### config.mk
export PLATFORM = sky130hd
export DESIGN_NAME = ft_sparse_adder
export DESIGN_NICKNAME = d
export VERILOG_FILES = /design/src/rtl/ft_adder_pkg.sv /design/src/rtl/seg_copy.sv /design/src/rtl/seg_tmr.sv /design/src/rtl/sparse_tree.sv /design/src/rtl/ft_sparse_adder.sv
export SDC_FILE = /design/constraint.sdc
export NUM_CORES = 1
export LEC_CHECK = 0
export BUFFER_PORTS_ARGS = -buffer_cell sky130_fd_sc_hd__buf_2
export CAP_MARGIN = 10
export CORE_UTILIZATION = 35
export DETAILED_ROUTE_END_ITERATION = 16
export GPL_ROUTABILITY_DRIVEN = 0
export GPL_TIMING_DRIVEN = 0
export REMOVE_ABC_BUFFERS = 1
export SLEW_MARGIN = 10
export SYNTH_ARGS = -nofsm -noshare
export SYNTH_HDL_FRONTEND = slang
export SYNTH_SLANG_ARGS = --single-unit
### constraint.sdc
create_clock -name vclk -period 10.2
set_clock_uncertainty 0.05 [all_clocks]
set_input_delay 0.51 -clock vclk [all_inputs]
set_output_delay 0.51 -clock vclk [all_outputs]
set_load 0.005 [all_outputs]
### src/rtl/ft_adder_pkg.sv
package ft_adder_pkg;

  typedef struct packed {
    logic g;
    logic p;
  } gp_t;

  function automatic logic maj3(input logic x, input logic y, input logic z);
    return (x & y) | (x & z) | (y & z);
  endfunction

  // hi covers the upper span, lo the span just below it
  function automatic gp_t gp_merge(input gp_t hi, input gp_t lo);
    gp_t r;
    r.g = hi.g | (hi.p & lo.g);
    r.p = hi.p & lo.p;
    return r;
  endfunction

  function automatic logic carry_of(input gp_t x, input logic c);
    return x.g | (x.p & c);
  endfunction

endpackage

### src/rtl/seg_copy.sv
module seg_copy #(
  parameter int SEG = 4
) (
  input  logic [SEG-1:0] a,
  input  logic [SEG-1:0] b,
  input  logic           cin,
  input  logic           force_en,
  input  logic           force_val,
  output logic [SEG-1:0] sum,
  output logic           cout,
  output logic           grp_g,
  output logic           grp_p
);

  function automatic logic [SEG:0] ripple(input logic [SEG-1:0] x,
                                          input logic [SEG-1:0] y,
                                          input logic c0);
    logic [SEG:0] r;
    logic c;
    c = c0;
    for (int i = 0; i < SEG; i++) begin
      r[i] = x[i] ^ y[i] ^ c;
      c    = (x[i] & y[i]) | (c & (x[i] ^ y[i]));
    end
    r[SEG] = c;
    return r;
  endfunction

  logic [SEG:0] add_c;
  logic [SEG:0] add_0;

  always_comb begin
    add_c = ripple(a, b, cin);
    add_0 = ripple(a, b, 1'b0);
    if (force_en) begin
      sum   = {SEG{force_val}};
      cout  = force_val;
      grp_g = force_val;
      grp_p = force_val;
    end else begin
      sum   = add_c[SEG-1:0];
      cout  = add_c[SEG];
      grp_g = add_0[SEG];
      grp_p = &(a ^ b);
    end
  end

endmodule

### src/rtl/seg_tmr.sv
module seg_tmr
  import ft_adder_pkg::*;
#(
  parameter int SEG = 4
) (
  input  logic [SEG-1:0] a,
  input  logic [SEG-1:0] b,
  input  logic           cin,
  input  logic [2:0]     inj,
  input  logic           inj_val,
  output logic [SEG-1:0] sum_v,
  output logic           cout_v,
  output gp_t            gp_v,
  output logic           mismatch
);

  logic [2:0][SEG-1:0] s_c;
  logic [2:0]          co_c;
  logic [2:0]          g_c;
  logic [2:0]          p_c;

  for (genvar k = 0; k < 3; k++) begin : g_copy
    seg_copy #(.SEG(SEG)) u_copy (
      .a        (a),
      .b        (b),
      .cin      (cin),
      .force_en (inj[k]),
      .force_val(inj_val),
      .sum      (s_c[k]),
      .cout     (co_c[k]),
      .grp_g    (g_c[k]),
      .grp_p    (p_c[k])
    );
  end

  logic sum_dis;
  logic side_dis;

  always_comb begin
    for (int i = 0; i < SEG; i++) begin
      sum_v[i] = maj3(s_c[0][i], s_c[1][i], s_c[2][i]);
    end
    cout_v   = maj3(co_c[0], co_c[1], co_c[2]);
    gp_v.g   = maj3(g_c[0], g_c[1], g_c[2]);
    gp_v.p   = maj3(p_c[0], p_c[1], p_c[2]);
    sum_dis  = (s_c[0] != s_c[1]) || (s_c[0] != s_c[2]);
    side_dis = (co_c[0] != co_c[1]) || (co_c[0] != co_c[2]) ||
               (g_c[0] != g_c[1])   || (g_c[0] != g_c[2])   ||
               (p_c[0] != p_c[1])   || (p_c[0] != p_c[2]);
    mismatch = sum_dis || side_dis;
  end

endmodule

### src/rtl/sparse_tree.sv
module sparse_tree
  import ft_adder_pkg::*;
#(
  parameter int NSEG = 4,
  parameter int LVL  = 2
) (
  input  gp_t [NSEG-1:0]     leaf,
  input  logic               cin,
  input  logic [LVL*NSEG-1:0] inj,
  input  logic               inj_val,
  output logic [NSEG-1:0]    tc
);

  gp_t [LVL:0][NSEG-1:0] st;

  assign st[0] = leaf;

  for (genvar l = 1; l <= LVL; l++) begin : g_lvl
    localparam int D = 1 << (l - 1);
    for (genvar i = 0; i < NSEG; i++) begin : g_node
      gp_t raw;
      if (i >= D) begin : g_merge
        assign raw = gp_merge(st[l-1][i], st[l-1][i-D]);
      end else begin : g_pass
        assign raw = st[l-1][i];
      end
      assign st[l][i].g = inj[(l-1)*NSEG + i] ? inj_val : raw.g;
      assign st[l][i].p = raw.p;
    end
  end

  for (genvar i = 0; i < NSEG; i++) begin : g_out
    assign tc[i] = carry_of(st[LVL][i], cin);
  end

endmodule

### src/rtl/ft_sparse_adder.sv
module ft_sparse_adder
  import ft_adder_pkg::*;
#(
  parameter int WIDTH = 16,
  parameter int SEG   = 4,
  localparam int NSEG  = WIDTH / SEG,
  localparam int LVL   = (NSEG > 1) ? $clog2(NSEG) : 1,
  localparam int NSITE = 3 * NSEG + LVL * NSEG
) (
  input  logic [WIDTH-1:0] a_i,
  input  logic [WIDTH-1:0] b_i,
  input  logic             cin_i,
  input  logic [NSITE-1:0] fault_sel_i,
  input  logic             fault_val_i,
  output logic [WIDTH-1:0] sum_o,
  output logic             cout_o,
  output logic             err_o
);

  gp_t  [NSEG-1:0] seg_gp;
  logic [NSEG-1:0] rip_cy;
  logic [NSEG-1:0] tree_cy;
  logic [NSEG-1:0] side_cy;
  logic [NSEG:0]   bnd_cy;
  logic [NSEG-1:0] seg_mis;
  logic [NSEG-1:0] cy_mis;

  assign bnd_cy[0] = cin_i;

  for (genvar s = 0; s < NSEG; s++) begin : g_seg
    seg_tmr #(.SEG(SEG)) u_seg (
      .a       (a_i[s*SEG +: SEG]),
      .b       (b_i[s*SEG +: SEG]),
      .cin     (bnd_cy[s]),
      .inj     (fault_sel_i[s*3 +: 3]),
      .inj_val (fault_val_i),
      .sum_v   (sum_o[s*SEG +: SEG]),
      .cout_v  (rip_cy[s]),
      .gp_v    (seg_gp[s]),
      .mismatch(seg_mis[s])
    );

    assign side_cy[s]  = carry_of(seg_gp[s], bnd_cy[s]);
    assign bnd_cy[s+1] = maj3(tree_cy[s], side_cy[s], rip_cy[s]);
    assign cy_mis[s]   = (tree_cy[s] != side_cy[s]) || (tree_cy[s] != rip_cy[s]);
  end

  sparse_tree #(.NSEG(NSEG), .LVL(LVL)) u_tree (
    .leaf   (seg_gp),
    .cin    (cin_i),
    .inj    (fault_sel_i[NSITE-1:3*NSEG]),
    .inj_val(fault_val_i),
    .tc     (tree_cy)
  );

  assign cout_o = bnd_cy[NSEG];
  assign err_o  = (|seg_mis) | (|cy_mis);

endmodule

==> out/results.ini <==
[setup_path]
crit_required_ns=9.64
criticalPathCategory=in2out
critPathMostFrequentCell=fa_2
end_kind=output pin
worstPathArrival_ns=10.64
critPathLaunchType=primary input
crit_start=b_i[0]
crit_end=err_o
critPathMaxFanout=5
critPathMaxStageDelay_ns=0.45
cp_slowest_cell=or4_4

[synthesis]
seq_area_frac_synth_pct=0
synth_cell_types=52
yosys_warnings=0
synth_cells=419
avgSynthCellArea_um2=7.346
syn_area_um2=3078

[die]
dieArea_um2=9173
dieHeight_um=95.78
fp-row-count=33
die_w_um=95.78
fp.coreArea_um2=8382
initial_utilization_pct=36.72
ios=72

[global_route]
antenna_found_initial=0
grt_util_all_layers_pct=19.51
grt_pass1_vias=3309
grt_overflow=0
grt_pass1_wl_mm=14.66
grt_max_degree=40

[layout]
areaGrowthSynthToFinish_pct=23.05
fin_util_pct=45.19
clkbuf_count=0
diodes=0
num-nets-final=644
finalInstanceArea_um2=3787
drive_gt1_share_pct=29.88
ff_latch_area_um2=0
seq_cells=0

[sta]
hold_viol=0
rsz0062_at_grt=yes
setup_ws_ns=-1.003
min_period_ns=11.20
slew_headroom_pct=42.06
fmaxAchievable_mhz=89.26
holdWs_ns=1.623
finalCritPeriodShare_pct=109.8
slew_violations=0
setup_viol=3
worst_pin_slew_ns=0.8471

[routing]
dr.pass1.iters=4
detail_route.wl_per_cell_um=14.68
vias=3362
routed_wl_mm=8.761
viasPerCell=5.631
initialDrtViolationCount=123
ant_nets=0
drcViolationCount=0

[place]
hpwl_mm=7.399
portBuffers=72
postPlaceCellArea_um2=3533
pre_cts_ws_ns=-2.121

[power_and_ir_drop]
p_total_mw=0.2908
powerDensity_nw_per_um2=76.79
p_leak_nw=1.833
peakVddDrop_mv=0.04082

[run_status]
violations=setup timing
status=finished with violations

[flow_run]
maxCapViolations=0

[hold_path]
hp-class=in2out

## worst min path at each step
stage                   start        to  cells after the start
2_1_floorplan     fault_val_i    cout_o                      4
3_3_place_gp   fault_sel_i[5]  sum_o[5]                      5
3_5_place_dp   fault_sel_i[1]  sum_o[0]                      5
4_1_cts        fault_sel_i[1]  sum_o[0]                      5
5_1_grt        fault_sel_i[5]  sum_o[5]                      5
6_report       fault_sel_i[1]  sum_o[0]                      5
## per-layer routing
layer	vias to the layer above	global-route usage [%]	part of all wire, %
li1	1700	-	-
met2	80	35.89	49
met4	0	3.109	1.7
met1	1572	25.43	45
met5	-	0	0
met3	10	0.9479	3.8
## synthesized netlist by cell type (6+ instances only)
library cell | instances | area, um^2
inv_1 | 45 | 168.9
nand2_1 | 27 | 101.4
nand4_1 | 8 | 50.05
fa_1 | 16 | 320.3
a211o_1 | 19 | 166.4
a21oi_1 | 64 | 320.3
o21ai_0 | 19 | 95.09
nor2_1 | 51 | 191.4
ha_1 | 80 | 1001
nor4_1 | 17 | 106.4
inv_2 | 6 | 22.52
nand3_1 | 7 | 35.03
## layout make-up
class | count | area [um^2]
timing repair buffer | 79 | 431.7
multi-input combinational | 362 | 3033
tap | 105 | 131.4
fill | 892 | 4594
inverter | 51 | 191.4
## logic make-up after synthesis
| family | Yosys count | share of synthesized area, % |
|---|---|---|
| compound gates | 141 | 30.65 |
| fa+ha+maj | 96 | 42.93 |
| simple gates | 125 | 19.02 |
| buf+inv | 57 | 7.398 |
## power breakdown
group	leakage, nW	internal, mW	switching (mW)
clock	0	0	0
sequential	0	0	0
combinational	1.83	0.132	0.159
## critical path, delay by kind of cell
kind	cells	cell delay (ns)
AO/OA/AOI/OAI	11	1.63
adder cells (fa/ha/maj)	24	7.21
buffers and inverters	3	0.26
AND/OR/NAND/NOR	6	1.01
## what timing repair did
item,4_1_cts,5_1_grt
buffers inserted,7,0
gates cloned,0,0
hold buffers,0,0
gates resized for setup,55,3
setup endpoints to repair,6,4
pin swaps,18,12
endpoints found under the hold margin,0,0
## layout by cell type, fill, tap and decap left out, types with 2 or more instances in the layout
cell / n
a2111o_1: 2
a2111oi_0: 3
a211o_1: 19
a21boi_1: 2
a21o_1: 3
a21oi_1: 50
a21oi_2: 15
buf_2: 69
buf_4: 7
buf_6: 3
fa_2: 16
ha_1: 71
ha_2: 9
inv_1: 44
inv_2: 7
nand2_1: 27
nand3_1: 6
nand3_2: 2
nand4_1: 8
nor2_1: 49
nor2_2: 5
nor3_1: 4
nor4_1: 14
nor4_2: 3
o21a_1: 2
o21ai_0: 19
o21ba_1: 2
o221ai_1: 2
o31ai_1: 3
## per-stage QoR
stage	setup TNS, ns	cells
after floorplan	-0.9010	413
after global placement	-4.977	590
after detailed placement	-5.821	590
after CTS	-1.712	597
after global routing	-2.895	597
final	-1.618	597
Note: power is estimated with default switching activity, not from simulation.
